File: config.mk
export PLATFORM = sky130hd
export DESIGN_NAME = magnet_interlock_seq
export DESIGN_NICKNAME = d
export VERILOG_FILES = /design/src/rtl/mcis_pkg.sv /design/src/rtl/mcis_datapath.sv /design/src/rtl/mcis_control.sv /design/src/rtl/magnet_interlock_seq.sv
export SDC_FILE = /design/constraint.sdc
export NUM_CORES = 1
export LEC_CHECK = 0
export ABC_AREA = 1
export BUFFER_PORTS_ARGS = -buffer_cell sky130_fd_sc_hd__buf_2
export CELL_PAD_IN_SITES_DETAIL_PLACEMENT = 0
export CELL_PAD_IN_SITES_GLOBAL_PLACEMENT = 1
export CORE_MARGIN = 1
export CORE_UTILIZATION = 48
export CTS_CLUSTER_DIAMETER = 120
export DETAILED_ROUTE_END_ITERATION = 10
export MAX_ROUTING_LAYER = met4
export PLACE_DENSITY_LB_ADDON = 0.2
export SYNTH_ARGS = -nofsm -noshare
export SYNTH_HDL_FRONTEND = slang
export SYNTH_SLANG_ARGS = --single-unit
File: constraint.sdc
create_clock -name clk -period 1.6 [get_ports clk]
set_input_delay 0.16 -clock clk [delete_from_list [all_inputs] [get_ports clk]]
set_output_delay 0.16 -clock clk [all_outputs]
set_load 0.03 [all_outputs]
File: src/rtl/mcis_pkg.sv
package mcis_pkg;

  typedef enum logic [1:0] {
    ST_RUN      = 2'd0,
    ST_DUMPWAIT = 2'd1,
    ST_LOCKOUT  = 2'd2,
    ST_SELFTEST = 2'd3
  } seqState_t;

  typedef struct packed {
    logic timerRun;
    logic permitHold;
    logic beamGate;
    logic testDrive;
  } ctl_t;

endpackage

File: src/rtl/mcis_datapath.sv
module mcis_datapath
  import mcis_pkg::*;
#(
  parameter int NUM_MAG    = 4,
  parameter int FILT_LEN   = 16,
  parameter int DUMP_DELAY = 250_000_000,
  parameter bit DUAL_TEMP  = 1'b1
) (
  input  logic               clk,
  input  logic               rstN,
  input  logic [NUM_MAG-1:0] tempLoopA,
  input  logic [NUM_MAG-1:0] tempLoopB,
  input  logic [NUM_MAG-1:0] magCableOk,
  input  logic               pcCableOk,
  input  logic               pcFailLoop,
  input  logic               powerPermit,
  input  logic               opMode,
  input  logic [NUM_MAG-1:0] testReq,
  input  ctl_t               ctl,
  output logic               faultSeen,
  output logic               powerOk,
  output logic               opModeF,
  output logic               timerDone,
  output logic               beamOk,
  output logic               pcPermit,
  output logic [NUM_MAG-1:0] testOpen
);

  localparam int NLOOP = 3 * NUM_MAG + 2;
  localparam int NIN   = NLOOP + 2;
  localparam int CW    = (FILT_LEN > 1) ? $clog2(FILT_LEN) : 1;
  localparam int TW    = $clog2(DUMP_DELAY + 1);

  logic [NUM_MAG-1:0] tempB;
  logic [NIN-1:0]     rawIn;
  logic [NIN-1:0]     filt;
  logic [TW-1:0]      tmr;

  // Redundant chain in use, or tied healthy for single-chain magnets
  generate
    if (DUAL_TEMP) begin : gDual
      assign tempB = tempLoopB;
    end else begin : gSingle
      assign tempB = '1;
    end
  endgenerate

  assign rawIn = {opMode, powerPermit, pcFailLoop, pcCableOk, magCableOk, tempB, tempLoopA};

  // Two-stage synchronizer and symmetric debounce per input
  generate
    for (genvar i = 0; i < NIN; i++) begin : gFilt
      logic          s1Q, s2Q, fQ;
      logic [CW-1:0] cQ;
      always_ff @(posedge clk or negedge rstN) begin
        if (!rstN) begin
          s1Q <= 1'b0;
          s2Q <= 1'b0;
          fQ  <= 1'b0;
          cQ  <= '0;
        end else begin
          s1Q <= rawIn[i];
          s2Q <= s1Q;
          if (s2Q == fQ) begin
            cQ <= '0;
          end else if (cQ == CW'(FILT_LEN - 1)) begin
            fQ <= s2Q;
            cQ <= '0;
          end else begin
            cQ <= cQ + 1'b1;
          end
        end
      end
      assign filt[i] = fQ;
    end
  endgenerate

  assign faultSeen = ~&filt[NLOOP-1:0];
  assign powerOk   = filt[NLOOP];
  assign opModeF   = filt[NLOOP+1];

  // Dump-wait hold timer
  always_ff @(posedge clk or negedge rstN) begin
    if (!rstN)             tmr <= '0;
    else if (ctl.timerRun) tmr <= tmr + 1'b1;
    else                   tmr <= '0;
  end
  assign timerDone = (tmr == TW'(DUMP_DELAY - 1));

  assign beamOk   = ctl.beamGate & ~faultSeen;
  assign pcPermit = ctl.permitHold & powerOk;
  assign testOpen = ctl.testDrive ? (testReq & {NUM_MAG{~opMode}}) : '0;

endmodule

File: src/rtl/mcis_control.sv
module mcis_control
  import mcis_pkg::*;
(
  input  logic      clk,
  input  logic      rstN,
  input  logic      faultSeen,
  input  logic      powerOk,
  input  logic      opModeF,
  input  logic      timerDone,
  input  logic      rearm,
  input  logic      testAny,
  output ctl_t      ctl,
  output seqState_t state
);

  seqState_t nxt;

  always_ff @(posedge clk or negedge rstN) begin
    if (!rstN) state <= ST_LOCKOUT;
    else       state <= nxt;
  end

  always_comb begin
    nxt = state;
    unique case (state)
      ST_RUN: begin
        if (faultSeen)              nxt = ST_DUMPWAIT;
        else if (testAny && !opModeF) nxt = ST_SELFTEST;
      end
      ST_SELFTEST: begin
        if (faultSeen)              nxt = ST_DUMPWAIT;
        else if (!testAny || opModeF) nxt = ST_RUN;
      end
      ST_DUMPWAIT: begin
        if (timerDone)              nxt = ST_LOCKOUT;
      end
      ST_LOCKOUT: begin
        if (rearm && !faultSeen && powerOk) nxt = ST_RUN;
      end
      default: nxt = ST_LOCKOUT;
    endcase
  end

  always_comb begin
    ctl.timerRun   = (state == ST_DUMPWAIT);
    ctl.permitHold = (state != ST_LOCKOUT);
    ctl.beamGate   = (state == ST_RUN) || (state == ST_SELFTEST);
    ctl.testDrive  = (state == ST_SELFTEST);
  end

endmodule

File: src/rtl/magnet_interlock_seq.sv
module magnet_interlock_seq
  import mcis_pkg::*;
#(
  parameter int NUM_MAG    = 4,
  parameter int FILT_LEN   = 16,
  parameter int DUMP_DELAY = 250_000_000,
  parameter bit DUAL_TEMP  = 1'b1
) (
  input  logic               clk,
  input  logic               rstN,
  input  logic [NUM_MAG-1:0] tempLoopA,
  input  logic [NUM_MAG-1:0] tempLoopB,
  input  logic [NUM_MAG-1:0] magCableOk,
  input  logic               pcCableOk,
  input  logic               pcFailLoop,
  input  logic               powerPermit,
  input  logic               opMode,
  input  logic [NUM_MAG-1:0] testReq,
  input  logic               rearm,
  output logic               beamOk,
  output logic               pcPermit,
  output logic [NUM_MAG-1:0] testOpen,
  output logic [1:0]         stateOut
);

  ctl_t      ctl;
  seqState_t state;
  logic      faultSeen, powerOk, opModeF, timerDone;

  mcis_datapath #(
    .NUM_MAG(NUM_MAG), .FILT_LEN(FILT_LEN),
    .DUMP_DELAY(DUMP_DELAY), .DUAL_TEMP(DUAL_TEMP)
  ) uDp (
    .clk(clk), .rstN(rstN),
    .tempLoopA(tempLoopA), .tempLoopB(tempLoopB), .magCableOk(magCableOk),
    .pcCableOk(pcCableOk), .pcFailLoop(pcFailLoop), .powerPermit(powerPermit),
    .opMode(opMode), .testReq(testReq), .ctl(ctl),
    .faultSeen(faultSeen), .powerOk(powerOk), .opModeF(opModeF),
    .timerDone(timerDone), .beamOk(beamOk), .pcPermit(pcPermit),
    .testOpen(testOpen)
  );

  mcis_control uCtl (
    .clk(clk), .rstN(rstN), .faultSeen(faultSeen), .powerOk(powerOk),
    .opModeF(opModeF), .timerDone(timerDone), .rearm(rearm),
    .testAny(|testReq), .ctl(ctl), .state(state)
  );

  assign stateOut = state;

endmodule

==> impl_results.rst <==
.. list-table::
   :header-rows: 1

   * - Metric
     - Value
   * - Outcome
     - finished with violations
   * - Violated checks
     - negative setup slack
   * - Pre-CTS WS
     - between 15 and 20 ps
   * - Leading cell type in the layout, fill and taps excluded
     - sky130_fd_sc_hd__dfrtp_1
   * - GPL Wtd Cong
     - 0.822
   * - Via count
     - approximately 4300
   * - Antenna cell count
     - 0
   * - Maximum number of pins on one net before global-route repair
     - 52
   * - Instance count after placement with tap cells included
     - about 850
   * - Fraction of the cycle the final worst path needs
     - 105%
   * - Clock skew
     - approximately 6.7 ps
   * - Port Buf Inserts
     - 30
   * - Iteration-0 DRC count of the detailed router
     - 202
   * - Slew Limit Fails
     - 0
   * - Number of buffers created by CTS
     - 17
   * - Core outline area
     - around 0.013 mm²
   * - Kind of critical path
     - flop to output port
   * - Area growth, synth to finish
     - 26.2%
   * - Most frequent cells in the layout
     - sky130_fd_sc_hd__dfrtp_1 (140), sky130_fd_sc_hd__nor2_1 (109), sky130_fd_sc_hd__nand2_1 (88)
   * - Post-DR vias/cell
     - around 4.7
   * - Warnings from Yosys
     - 0
   * - Drt total wl
     - 11.4 mm
   * - Ports
     - 31
   * - Number of nets in the final layout
     - roughly 770
   * - Remaining antenna violation count after routing
     - 0
   * - Number of failing setup endpoints in the final timing report
     - 6
   * - Congestion Overflow GR
     - 0
   * - Synthesized area per cell
     - just under 10 µm²
   * - Synth Instances
     - 636
   * - Initial core utilization
     - between 40% and 50%
   * - Peak VDD IR
     - 0.000894 V
   * - Share of layout cells above drive strength 1
     - 20.2%
   * - Slew at the pin with the worst max-slew slack
     - 484 ps
   * - Power Dens Cells
     - 1170 mW/mm²
   * - Routed length per placed instance
     - 12.4 µm
   * - Worst min-delay path category
     - input port to async pin
   * - Total count of hold-check failures in the final report
     - 0
   * - Design Power
     - between 9 and 10 mW
   * - Post-Layout Cell Count
     - 915
   * - Startpoint types
     - flop
   * - Post-route setup slack
     - -73.8 ps
   * - Global-route wire length before repair
     - 19.8 mm
   * - Number of max-capacitance violations reported
     - 0
   * - Maximum number of buffers from clock root to sink
     - 2
   * - Antenna violations before repair
     - 0
   * - CTS root buffer
     - sky130_fd_sc_hd__clkbuf_16
   * - Critical Path Sink Type
     - output port
   * - Cell area after synthesis
     - approximately 0.0062 mm²
   * - Global Route Usage Sum
     - between 20% and 30%
   * - DRC violations left
     - 0
   * - Number of search-and-repair iterations in the first detailed-routing pass
     - 4
   * - Worst Path Max Fanout
     - 5
   * - Data arrival time at the worst-slack endpoint
     - 1510 ps
   * - Final core area utilization
     - 61.9%
   * - Worst-Skew Late Latency
     - approximately 420 ps
   * - Vertical die dimension
     - approximately 120 µm
   * - Number of global-route vias before repair
     - 4418
   * - H-tree depth
     - 4
   * - Source of the worst register-to-register timing path
     - uDp.tmr[0]$_DFF_PN0_
   * - Post-synthesis sequential area ratio
     - just under 60%
   * - Setup crit start
     - uCtl.state[1]$_DFFE_PN1P_
   * - Fmax
     - 597 MHz
   * - Netlist cell types
     - 26
   * - TritonCTS clock tree
     - done
   * - Final critical delay including setup and external delays
     - 1670 ps
   * - Cell Rows
     - 41
   * - HPWL after detailed placement
     - 7.76 mm
   * - Die Outline Area
     - 0.0133 mm²
   * - Cell leakage power
     - 3.68 nW
   * - Final non-filler cell area
     - ~0.0078 mm²
   * - Rel. slew slack
     - 67.7%
   * - DP Area
     - between 0.006 and 0.007 mm²
   * - Number of sinks on the clock net
     - between 100 and 150
   * - R2R setup slack
     - 70 ps
   * - Required time of the critical path
     - 1440 ps
   * - Clock-pin slew reported for the worst setup and hold paths after clock tree synthesis
     - 60 ps
   * - Unrepaired setup endpoints after global routing
     - yes
   * - #FFs+latches synth
     - 142
   * - Die span in x
     - approximately 120 µm
   * - Number of nets in the synthesized netlist
     - 680
[registers in the layout, indices dropped and copies added (netlist names)]
signal / cells
uDp.gFilt.cQ: 64
uDp.tmr: 28
uDp.gFilt.s1Q: 16
uDp.gFilt.s2Q: 16
uDp.gFilt.fQ: 14
uCtl.state: 2
uDp.opModeF: 1
uDp.powerOk: 1
[synthesized netlist by cell type, drive strengths merged]
cell    instances  area [µm²]
a21oi          12        60.1
clkbuf          2        7.51
xor2           24         210
xnor2          32         280
inv            80         300
nor3b           1        7.51
dfrtp         141        3530
nor3           14        86.3
nand3          47         245
clkinv          1        3.75
nand4           8        50.1
nor2          125         484
mux2           14         158
or2             2        12.5
nand3b          1        7.51
a31oi           1        6.26
ha             21         263
o21ai          12        60.1
nand2          97         367
dfstp           1        26.3
[stage by stage]
step	hold slack, ps	TNS, ps
finish	248	-286
global route	310	-749
CTS	244	-457
detailed placement	141	0
global placement	134	0
floorplan	-136	0
[final cells by class]
| type | instances | area [µm²] |
|---|---|---|
| Fill cell | 1045 | 4790 |
| Sequential cell | 142 | 3560 |
| Multi-Input combinational cell | 411 | 2490 |
| Timing Repair Buffer | 77 | 614 |
| Clock buffer | 18 | 429 |
| Inverter | 81 | 304 |
| Tap cell | 172 | 215 |
| Clock inverter | 14 | 170 |
[layer usage]
layer | track usage [%] | vias to the layer above | part of all wire [%]
met4 | 7.97 | 0 | 1.9
met2 | 32.0 | 44 | 49
li1 | - | 2184 | -
met5 | - | - | 0
met1 | 24.1 | 2086 | 47
met3 | 5.38 | 24 | 2.8
[report_power, final]
| group | switching (mW) | total (mW) | leakage, nW | internal, mW |
|---|---|---|---|---|
| registers | 0.150 | 3.94 | 1.86 | 3.79 |
| clock network | 1.52 | 3.96 | 0.282 | 2.45 |
| logic | 0.704 | 1.23 | 1.54 | 0.529 |
| total | 2.37 | 9.14 | 3.68 | 6.77 |
[critical path, stage by stage (launching register included)]
cell,delay [ps]
sky130_fd_sc_hd__dfstp_2,590
sky130_fd_sc_hd__inv_2,70
sky130_fd_sc_hd__ha_4,280
sky130_fd_sc_hd__nor2_4,30
sky130_fd_sc_hd__buf_6,130
[final timing paths]
path / endpoint / depth (start not counted)
max: beamOk / 4
min: uDp.gFilt[13].cQ[0]$_DFF_PN0_ / 2
max reg2reg: uCtl.state[0]$_DFFE_PN0P_ / 10
min reg2reg: uDp.gFilt[2].s2Q$_DFF_PN0_ / 0
max in group asynchronous: uDp.gFilt[5].cQ[2]$_DFF_PN0_ / 3
min in group clk: uCtl.state[1]$_DFFE_PN1P_ / 6
[logic make-up after synthesis]
family	after synthesis	synth area share, %
muxes	14	2.56
adders and majority gates	21	4.26
xor gates and xnor gates	56	7.96
AOI/OAI and AO/OA	25	2.05
buffers and inverters	83	5.05
DFF	142	57.7
and+or+nand+nor	295	20.4
[repair_timing]
item                                    4_1_cts  5_1_grt
hold buffers                                 17        0
hold endpoints to repair                     63        0
gates resized for setup                      30       32
setup buffers                                10        9
endpoints found under the setup margin        7       29
pin swaps                                     6        9
(Power assumes the default switching activity.)
